`src/rtl/timebase_link.sv`:
```
module timebase_link #(
  parameter int CNT_W    = 40,
  parameter int TICK_DIV = 1
) (
  input  logic             clk,
  input  logic             rst_n,
  input  logic             is_master,
  input  logic             up_tick,
  input  logic             up_sync_clr,
  input  logic             trig,
  output logic             dn_tick,
  output logic             dn_sync_clr,
  output logic [CNT_W-1:0] stamp,
  output logic             wrap
);
  localparam int DIV_W = (TICK_DIV > 1) ? $clog2(TICK_DIV) : 1;
  localparam logic [CNT_W-1:0] CNT_MAX = '1;

  logic             gen_tick, started, trig_q;
  logic             loc_tick, loc_clr, trig_rise;
  logic [CNT_W-1:0] cnt;

  generate
    if (TICK_DIV == 1) begin : g_nodiv
      assign gen_tick = 1'b1;
    end else begin : g_div
      logic [DIV_W-1:0] div_cnt;
      assign gen_tick = (div_cnt == DIV_W'(TICK_DIV - 1));
      always_ff @(posedge clk or negedge rst_n)
        if (!rst_n)        div_cnt <= '0;
        else if (gen_tick) div_cnt <= '0;
        else               div_cnt <= div_cnt + 1'b1;
    end
  endgenerate

  assign loc_tick  = is_master ? gen_tick : up_tick;
  assign loc_clr   = is_master ? ~started : up_sync_clr;
  assign trig_rise = trig & ~trig_q;

  always_ff @(posedge clk or negedge rst_n) begin
    if (!rst_n) begin
      started     <= 1'b0;
      trig_q      <= 1'b0;
      dn_tick     <= 1'b0;
      dn_sync_clr <= 1'b0;
      cnt         <= '0;
      stamp       <= '0;
      wrap        <= 1'b0;
    end else begin
      started     <= 1'b1;
      trig_q      <= trig;
      dn_tick     <= loc_tick;
      dn_sync_clr <= loc_clr;
      wrap        <= loc_tick & ~loc_clr & (cnt == CNT_MAX);
      if (trig_rise) stamp <= cnt;
      if (loc_clr)       cnt <= '0;
      else if (loc_tick) cnt <= cnt + 1'b1;
    end
  end

  AST_CLR_ZERO: assert property (@(posedge clk) disable iff (!rst_n)
    loc_clr |=> (cnt == '0));
  AST_ADVANCE: assert property (@(posedge clk) disable iff (!rst_n)
    (loc_tick && !loc_clr) |=> (cnt == CNT_W'($past(cnt) + 1'b1)));
  AST_HOLD_IDLE: assert property (@(posedge clk) disable iff (!rst_n)
    (!loc_tick && !loc_clr) |=> $stable(cnt));
  AST_WRAP_ONE: assert property (@(posedge clk) disable iff (!rst_n)
    wrap |=> !wrap);
  AST_STAMP_HOLD: assert property (@(posedge clk) disable iff (!rst_n)
    !(trig && !trig_q) |=> $stable(stamp));
  AST_HOP_DELAY: assert property (@(posedge clk) disable iff (!rst_n)
    (!is_master) |=> (dn_tick == $past(up_tick) && dn_sync_clr == $past(up_sync_clr)));
  AST_ONE_START: assert property (@(posedge clk) disable iff (!rst_n)
    (is_master && started) |-> !loc_clr);
endmodule

```
`config.mk`:
```
export PLATFORM = sky130hd
export DESIGN_NAME = timebase_link
export DESIGN_NICKNAME = d
export VERILOG_FILES = /design/src/rtl/timebase_link.sv
export SDC_FILE = /design/constraint.sdc
export NUM_CORES = 1
export LEC_CHECK = 0
export ABC_CLOCK_PERIOD_IN_PS = 5800
export BUFFER_PORTS_ARGS = -buffer_cell sky130_fd_sc_hd__buf_4
export CAP_MARGIN = 0
export CELL_PAD_IN_SITES_DETAIL_PLACEMENT = 1
export CELL_PAD_IN_SITES_GLOBAL_PLACEMENT = 1
export CORE_MARGIN = 2
export CORE_UTILIZATION = 40
export CTS_CLUSTER_SIZE = 10
export DETAILED_ROUTE_END_ITERATION = 10
export MAX_ROUTING_LAYER = met4
export PLACE_DENSITY_LB_ADDON = 0.1
export SETUP_SLACK_MARGIN = 0.5
export SLEW_MARGIN = 20
export SYNTH_ARGS = -nofsm -noshare
export SYNTH_HDL_FRONTEND = slang
export SYNTH_SLANG_ARGS = --single-unit
```
`constraint.sdc`:
```
create_clock -name clk -period 5.8 [get_ports clk]
set_input_delay 1.16 -clock clk [delete_from_list [all_inputs] [get_ports clk]]
set_output_delay 1.16 -clock clk [all_outputs]
set_load 0.01 [all_outputs]
```
Yosys cells after proc, flatten, opt, wreduce, memory -nomap -nowiden. Cells that the tools add are included.

Bits in registers: 85. Bits in latches: 0. RAM bits: 0. Bits in read-only memories: 0. Output and inout bits: 43. Memories kept: 0.

$add $sub $neg: 1. $mul: 0. Div/mod/pow operators: 0. Order comparisons: 0. Eq/ne operators: 1. Shift-type cells: 0. Multiplexer cells: 4. Bitwise gates (word level): 6. Reductions and logical operators: 1.

Operators by type and width (number): two-way mux 40 bit (2); adder 40 x 1 -> 40 bit (second input constant) (1); equality test 40 bit (second input constant) (1); AND 1 bit (3); inverter 1 bit (3); two-way mux 1 bit (2); nonzero test 2 bit (1).

Logic depth before layout (Yosys ltp). Gate-level depths: netlist (run 1).

Depth in word-level cells: 5. Depth in mapped cells: 7.

Worst setup path before layout (run 1). OpenSTA, ideal clock, no wires.

Path kind: input port to flip-flop. From: input up_tick. To: register cnt[32]. Library setup time: 78 ps. Arrival: 2382 ps. Required time: 5722 ps. Slack: 3340 ps. Stages on the path: 5. Path buffers: 1. Path through: o2111a_1 -> nand3_1 -> clkbuf_1 -> or4_1 -> a21oi_1.

Word-level cells in the longest chain between the ends: 2.

Ends and longest elaborated chain: from (decl) (line 8) `input logic up_tick,`; two-way mux 1 bit (line 36) `assign loc_tick = is_master ? gen_tick : up_tick;`; nonzero test 2 bit (no line); to (signal assigned) (line 57) `else if (loc_tick) cnt <= cnt + 1'b1;`; to (decl) (line 21) `logic [CNT_W-1:0] cnt;`.

Every way passes these cells. A chain may end at the register's enable or synchronous reset.

Worst setup path in the final report (run 1).
From: input is_master. To: register cnt[17].

Word-level cells in the longest chain between the ends: 2. Elaborated cells between the ends (all ways): 4. Classes of those cells: 3 x mux; 1 x reduce/logical.

Ends and longest elaborated chain: from (decl) (line 7) `input logic is_master,`; two-way mux 1 bit (on tied branches) (line 37, 36); two-way mux 40 bit or nonzero test 2 bit (tied branches).

Several ways; a longest one is shown, not always the timed one.

==> results of run 1 <==
-- flip-flops by register name, summed over array words and instances, names as in the netlist --
name         count
dn_tick          1
trig_q           1
stamp           40
dn_sync_clr      1
wrap             1
cnt             40
started          1
-- power groups by stage --
stage               logic (mW)  clock network, mW  registers [mW]
finish                  0.0517              0.439           0.603
global route            0.0591              0.472           0.604
CTS                     0.0538              0.451           0.603
detailed placement      0.0539                  0           0.614
global placement        0.0522                  0           0.614
floorplan               0.0241                  0           0.615
-- cell type report --
cell class                 count  share of cell area (%)
tap                          111                    3.14
timing repair buffer          49                    8.31
sequential                    85                    48.0
clock buffer                  10                    3.11
inverter                       6                   0.508
clock inverter                 6                    1.61
multi-input combinational    222                    35.3
-- placed cells by master, fill, tap and decap left out --
cell / Yosys / final
xor2_1: 6 / 6
or4_1: 16 / 16
ha_1: 1 / 1
o21ai_0: 8 / 8
and3_1: 3 / 3
nand2b_1: 10 / 9
clkinv_4: 0 / 2
o2111ai_1: 1 / 1
and4_1: 5 / 5
inv_1: 6 / 5
nor4bb_1: 1 / 1
nand2_1: 28 / 28
nand4_1: 9 / 9
clkbuf_8: 0 / 10
xnor2_1: 5 / 5
nand3_1: 13 / 13
o2111a_1: 2 / 2
mux2_2: 36 / 36
mux2i_1: 9 / 9
bufinv_16: 0 / 1
nor4_1: 9 / 9
buf_4: 0 / 49
or3_1: 4 / 4
inv_6: 0 / 1
and2_1: 2 / 2
nor2_1: 12 / 12
conb_1: 1 / 1
o31ai_1: 16 / 16
nand2b_4: 0 / 1
nand3b_1: 1 / 1
nor3_1: 2 / 2
or2_2: 1 / 1
dfrtp_1: 85 / 85
nand4_2: 1 / 1
a21oi_1: 20 / 20
clkinv_1: 0 / 1
clkinvlp_4: 0 / 2
-- critical path: stages --
cell,delay [ns]
buf_4,0.14
or2_2,0.27
nand2_1,0.48
clkinv_1,0.93
a21oi_1,0.42
-- layer usage --
| layer | global-route usage (%) | wire length (µm) | share of wire [%] |
|---|---|---|---|
| met1 | 23.2 | 3940 | 48 |
| met2 | 28.8 | 3990 | 48 |
| met3 | 3.38 | 221 | 2.7 |
| met4 | 4.57 | 77 | 0.94 |
| met5 | - | 0 | 0 |
-- metrics by stage --
step           hold WS, ns  setup slack (ns)
6_report             0.484              2.65
5_1_grt              0.514              2.36
4_1_cts              0.492              2.88
3_5_place_dp         0.472              2.51
3_3_place_gp         0.465              2.64
2_1_floorplan        0.494              3.34
-- logic make-up after synthesis --
group                      after synthesis  share of synthesized area (%)
buffers and inverters                   25                           2.77
and+or+nand+nor                        117                           17.3
muxes                                   45                           13.1
adders and majority gates                1                          0.330
xor gates and xnor gates                11                           2.54
other                                    1                         0.0990
AOI/OAI and AO/OA                       47                           7.70
DFF                                     85                           56.1
-- worst paths after layout --
kind	startpoint	endpoint	slack [ns]	depth (start not counted)
setup reg to reg	cnt[0]	cnt[25]	3.32	4
hold / removal	stamp[18]	stamp[18]	0.48	2
setup / recovery	is_master	cnt[17]	2.65	5
hold reg to reg	stamp[18]	stamp[18]	0.48	2
min in group asynchronous	rst_n	trig_q	0.69	1
max in group asynchronous	rst_n	cnt[3]	4.02	2
==> impl_metrics.toml, run 1 <==
[yosys]
ys_async_sr_fraction_pct = 100
synth_warnings = 0
synth_area_leaders = "dfrtp_1 56%, mux2_2 11%, o31ai_1 3.2%"
synthFlopType = "dfrtp_1"
yosysMostFrequentCell = "dfrtp_1"
synth_seq_cells = 85
synth_cells = 332
synth_largest_area_cell = "dfrtp_1"
synthesis.area_mm2 = 0.00379
synth_fp_nets = 339
synth.top_cell.area_share_pct = 56.1
yosysUniqueCellTypes = 33
yosysSeqAreaShare_pct = 56.1
syn_avg_cell_area_um2 = 11.4
synth_enable_flop_cells = 0
synthTopCellsByCount = "85 x dfrtp_1, 36 x mux2_2, 28 x nand2_1"

[clocking]
holdBufCountCts = 0
cts_resized = 0
h-tree-depth = 3
numCtsBuffers = 9
cts_buffer_depth = 2
clock-sinks = 85
cts-root-buf = "clkbuf_8"
cts_tree = "built"
post-cts-setup-buffers = 0
clkTransAtPathRegs_ns = 0.09
clk-insertion-delay-late_ns = 0.35

[drt]
drc = 0
drtIter0Drc = 81
wl_per_cell_um = 16.8
drt_first_pass_iters = 4
vias = 2732
wirelength_um = 8230
via_per_inst = 5.59
ant_nets = 0

[sta]
period_share_pct = 54.3
relSlewSlack_pct = 38.3
worst_pin_slew_ns = 0.920
rsz0062_at_grt = "no"
period_needed_ns = 3.15
finalSetupTns_ns = 0
skew_ns = 0.0111
hold_violations = 0
setup_violations = 0
fmax_mhz = 317
drv_slew = 0

[worst_setup_path]
cp.arrival_ns = 3.40
required_ns = 6.05
endpoint_kind = "flip-flop"
critPathKind = "in2reg"
crit_path_start_kind = "input pin"
path_max_fanout = 32

[power]
p_int_mw = 0.829
p_seq_share_pct = 55.1
power_density_mw_per_mm2 = 247
pwr-share-comb_pct = 4.7
switching_share_pct = 24.2
leakage_nw = 2.00
p_clk_share_pct = 40.1
switchingPower_mw = 0.264
power.total_mw = 1.09
ir_worst_vdd_v = 0.000109

[hold_path]
hold_path_class = "reg2reg"

[cells_and_area]
n_fill_cell = 1018
n_antenna_cell = 0
drive_above_1_share_pct = 27.5
seq_area_mm2 = 0.00213
multi_input_comb_area_mm2 = 0.00156
final_nets = 380
areaGrowthSynthToFinish_pct = 16.9
final_util_pct = 48.2
finalInstanceArea_mm2 = 0.00443
finalNonFillerCells = 489

[floorplanning]
fp.dieW_um = 101
die_height_um = 101
dieArea_mm2 = 0.0103
rows = 35
pin_count = 49
start_util_pct = 41.2
coreArea_mm2 = 0.00920

[grt]
grt-ovfl-total = 0
groute.usage.overall_pct = 17.8
antenna_found_initial = 0
grt_pass1_wl_um = 14100
grt_pass1_vias = 2854
grt_max_degree = 63

[placed_design]
io_buffers = 48
dpl.cell_count = 473
placed_area_mm2 = 0.00422
place_hpwl_um = 5460
gp_congestion = 0.761

[job]
cap_violations = 0

[run_status]
status = "complete, no violations"
Note: power is estimated with default switching activity, not from simulation.
==> inputs of run 2 (changes only) <==
- ABC_CLOCK_PERIOD_IN_PS: 5800 -> 2500
- clock period: 5.8 -> 2.5 ns (I/O delays scaled with it)
==> run 2 against run 1 <==
Clock power rose to 2.6 times the previous value. Sequential cell count unchanged. Count of clock-buffer cells in the layout unchanged. Largest power group unchanged. Non-clock buffer count up 15. Die area unchanged.
==> impl_metrics.toml, run 2 (synthesized netlist as in run 1, its figures left out) <==
[sta]
drv_slew = 0
rsz0062_at_grt = "yes"
skew_ns = 0.00723
period_share_pct = 77.7
relSlewSlack_pct = 60.5
worst_pin_slew_ns = 0.592
fmax_mhz = 515
period_needed_ns = 1.94
finalSetupTns_ns = 0
setup_violations = 0
hold_violations = 0

[power]
ir_worst_vdd_v = 0.000375
p_clk_share_pct = 43.0
pwr-share-comb_pct = 5.3
p_seq_share_pct = 51.7
p_int_mw = 2.11
power_density_mw_per_mm2 = 577
switchingPower_mw = 0.593
switching_share_pct = 22.0
leakage_nw = 2.09

[worst_setup_path]
critPathKind = "reg2reg"
regToRegStartpoint = "cnt[16]"
required_ns = 2.76
path_max_fanout = 13
crit_path_start_kind = "flip-flop"
r2r-end = "cnt[29]"
cp.arrival_ns = 2.20
reg2reg_slack_ns = 0.56
endpoint_kind = "flip-flop"
reg2reg_depth = 4

[clocking]
cts_tree = "built"
cts-root-buf = "clkbuf_8"
cts_buffer_depth = 2
clkTransAtPathRegs_ns = 0.09
clock-sinks = 85
clk-insertion-delay-late_ns = 0.35
numCtsBuffers = 9
holdBufCountCts = 0
h-tree-depth = 3

[drt]
via_per_inst = 5.66
wl_per_cell_um = 17.2
wirelength_um = 8680
drtIter0Drc = 83
vias = 2856
ant_nets = 0
top_layer_used = "met4"
drc = 0
drt_first_pass_iters = 4
wl_met1_um = 4030
dr_wl_met3_um = 242
wl_met2_um = 4290

[placed_design]
io_buffers = 48
gp_congestion = 0.780
placed_area_mm2 = 0.00431
place_hpwl_um = 5800

[cells_and_area]
finalInstanceArea_mm2 = 0.00468
n_fill_cell = 1000
areaGrowthSynthToFinish_pct = 23.5
layout_common_cells = "81 x dfrtp_1, 62 x buf_4, 36 x mux2_2, 27 x nand2_1, 20 x a21oi_1"
n_antenna_cell = 0
reg.largest.list = "cnt x40, stamp x40"
drive_above_1_share_pct = 35.0
final_nets = 396
layout_commonest_cell = "dfrtp_1"

[floorplanning]
start_util_pct = 41.2
die_height_um = 101
coreArea_mm2 = 0.00920
pin_count = 49
fp.dieW_um = 101
dieArea_mm2 = 0.0103
rows = 35

[job]
cap_violations = 0

[grt]
grt-ovfl-total = 0
antenna_found_initial = 0
grt_pass1_vias = 2849
grt_max_degree = 39
groute.usage.overall_pct = 18.3
grt_pass1_wl_um = 14300

[run_status]
status = "complete, no violations"

[hold_path]
hold_path_class = "in2async"
## run 2: final cells by class
class,instances,area (µm²),share of cell area [%]
Clock inverter,6,111,2.38
Clock buffer,10,128,2.73
Multi-Input combinational cell,223,1640,35.0
Sequential cell,85,2130,45.6
Tap cell,111,139,2.97
Inverter,6,26.3,0.562
Timing Repair Buffer,64,505,10.8
## run 2: worst max path at each step
stage	start	to	slack (ns)	depth (start not counted)
after detailed placement	cnt[13]	cnt[29]	0.28	4
final	cnt[16]	cnt[29]	0.56	4
after floorplan	cnt[12]	cnt[32]	0.66	6
after global placement	cnt[12]	cnt[29]	0.40	4
after CTS	cnt[12]	cnt[29]	0.49	4
after global routing	cnt[16]	cnt[29]	0.46	4
## run 2: what timing repair did
action	CTS	global route
gates cloned	0	1
hold endpoints to repair	0	0
pin swaps	0	1
endpoints found under the setup margin	21	28
buffers inserted	0	6
resized for setup	4	15
## run 2: through the flow
step | power [mW] | hold WS, ns | util [%] | cells | setup WS (ns)
6_report | 2.70 | 0.0731 | 50.9 | 505 | 0.558
5_1_grt | 2.79 | 0.101 | 50.9 | 505 | 0.461
4_1_cts | 2.72 | 0.0930 | 49.7 | 498 | 0.487
3_5_place_dp | 1.56 | 0.475 | 46.8 | 482 | 0.284
3_3_place_gp | 1.56 | 0.465 | 46.8 | 482 | 0.398
2_1_floorplan | 1.48 | 0.204 | - | 332 | 0.657
## run 2: worst max-delay path, cell delays in order (launching register included)
cell and delay, ns:
dfrtp_1 0.44, nand2_1 0.17, or3_4 0.50, or4_1 0.55, a21oi_1 0.19
## run 2: layer usage
layer,vias to the layer above,GRT usage (%)
met5,-,-
met4,0,5.61
met3,11,3.59
met2,45,28.7
met1,1473,24.0
li1,1327,-
## run 2: power groups by stage
stage               logic (mW)  registers [mW]  clock network (mW)
floorplan               0.0560            1.43                   0
global placement         0.131            1.42                   0
detailed placement       0.134            1.42                   0
CTS                      0.135            1.40                1.19
global route             0.161            1.40                1.23
finish                   0.142            1.40                1.16
==> inputs of run 3 (changes only) <==
- ABC_CLOCK_PERIOD_IN_PS: 2500 -> 1800
- clock period: 2.5 -> 1.8 ns (I/O delays scaled with it)
==> run 3 against run 2 <==
Design area increased by 16%. The run now ends with negative setup slack left. Clock skew increased by 0.0096 ns. Wire length increased by 19%. Largest power group unchanged. Sequential cell count unchanged. Critical path depth increased by 1. Power increased by 31%. Via count increased by 6.1%. Register-to-register slack got worse by 0.60 ns.
==> impl_metrics.toml, run 3 (synthesized netlist as in run 1, its figures left out) <==
[worst_setup_path]
max_stage_delay_ns = 0.50
regToRegStartpoint = "cnt[11]"
cp_cell_sequence = "nand4_1, or4_4, buf_12, nor4_4, mux2i_1"
endpoint_kind = "flip-flop"
r2r-end = "cnt[30]"
reg2reg_depth = 5
endpoint = "cnt[30]"
path_max_fanout = 8
cp.arrival_ns = 2.12
required_ns = 2.08
crit_path_start_kind = "flip-flop"
reg2reg_slack_ns = -0.04
cp-startpoint = "cnt[11]"
critPathKind = "reg2reg"
critPathSlowestCell = "or4_4"

[cells_and_area]
areaGrowthSynthToFinish_pct = 42.9
layout_commonest_cell = "buf_4"
n_antenna_cell = 0
drive_above_1_share_pct = 50.2
final_nets = 448
reg.largest.list = "cnt x40, stamp x40"
layout_common_cells = "97 x buf_4, 82 x dfrtp_1, 36 x mux2_2, 26 x nand2_1, 15 x o31ai_1"
n_fill_cell = 983

[run_status]
violations = "negative setup slack"
status = "complete, but fails checks"

[sta]
drv_slew = 0
finalSetupTns_ns = -0.176
fmax_mhz = 544
rsz0062_at_grt = "yes"
setup_violations = 7
period_share_pct = 102
hold_violations = 0
layout_setup_ws_ns = -0.0389
period_needed_ns = 1.84
skew_ns = 0.0169

[drt]
drt_first_pass_iters = 4
vias = 3029
drtIter0Drc = 82
ant_nets = 0
via_per_inst = 5.44
wirelength_um = 10400
wl_per_cell_um = 18.6
drc = 0

[job]
cap_violations = 0

[clocking]
clk-insertion-delay-late_ns = 0.36
clock-sinks = 85
numCtsBuffers = 9
cts_tree = "built"
clkTransAtPathRegs_ns = 0.09
cts_buffer_depth = 2
h-tree-depth = 3
cts-root-buf = "clkbuf_8"

[grt]
groute.usage.overall_pct = 20.4
antenna_found_initial = 0
grt-ovfl-total = 0
grt_max_degree = 45
grt_pass1_vias = 3048
grt_pass1_wl_um = 15800

[floorplanning]
dieArea_mm2 = 0.0103
rows = 35
fp.dieW_um = 101
pin_count = 49
start_util_pct = 41.2
die_height_um = 101
coreArea_mm2 = 0.00920

[power]
power.total_mw = 3.52
power_density_mw_per_mm2 = 651
leakage_nw = 2.57
ir_worst_vdd_v = 0.000381

[placed_design]
io_buffers = 48
pre_cts_ws_ns = -0.0547
gp_congestion = 0.740
place_hpwl_um = 6170

[hold_path]
hold_start = "trig"
hold_path_class = "in2reg"
## run 3: metrics by stage
| step | hold slack, ns | util, % | instances | cell area [µm²] |
|---|---|---|---|---|
| CTS | 0.108 | 55.8 | 547 | 5130 |
| global route | 0.100 | 58.9 | 557 | 5420 |
| floorplan | 0.0644 | - | 332 | 3940 |
| detailed placement | 0.271 | 50.4 | 511 | 4630 |
| finish | 0.116 | 58.9 | 557 | 5420 |
| global placement | 0.271 | 50.4 | 511 | 4630 |
## run 3: report_power, final
| part | switching, mW | internal [mW] | total, mW |
|---|---|---|---|
| clock network | 0.692 | 0.677 | 1.37 |
| registers | 0.0137 | 1.93 | 1.94 |
| logic | 0.130 | 0.0845 | 0.215 |
| total | 0.835 | 2.69 | 3.52 |
## run 3: final cells by class
type	count	area [µm²]	area share [%]
flip-flops and latches	85	2130	39.3
clock inverters	4	47.5	0.878
inverters	6	22.5	0.416
well taps	111	139	2.56
multi-input cells	223	1920	35.5
repair buffers	116	1010	18.6
clock buffers	12	145	2.68
## run 3: worst max-delay path, delay by kind of cell (launching register included)
| kind | cells | cell delay, ns |
|---|---|---|
| multiplexers | 1 | 0.21 |
| buffers and inverters | 1 | 0.17 |
| flip-flops | 1 | 0.42 |
| AND/OR/NAND/NOR | 3 | 0.95 |
## run 3: worst min-delay path by stage
stage / depth (start not counted) / slack (ns) / endpoint
after floorplan: 0 / 0.06 / cnt[0]
after global placement: 1 / 0.27 / stamp[12]
after detailed placement: 1 / 0.27 / stamp[12]
after CTS: 1 / 0.11 / trig_q
after global routing: 1 / 0.10 / trig_q
final: 1 / 0.12 / trig_q
## run 3: what timing repair did
item                       in CTS  in global routing
setup endpoints to repair      33                 35
gates resized for setup        32                 38
pin swaps                      13                 23
setup buffers                  18                  7
cloned                          1                  3
hold endpoints to repair       16                  0
hold buffers                    1                  0
## run 3: per-layer routing
layer,part of all wire [%],wire length [µm],up-vias,GRT usage [%]
met4,0.73,76,0,4.68
li1,-,-,1429,-
met3,2.7,283,9,3.73
met1,47,4840,1545,27.3
met5,0,0,-,-
met2,50,5160,46,32.5
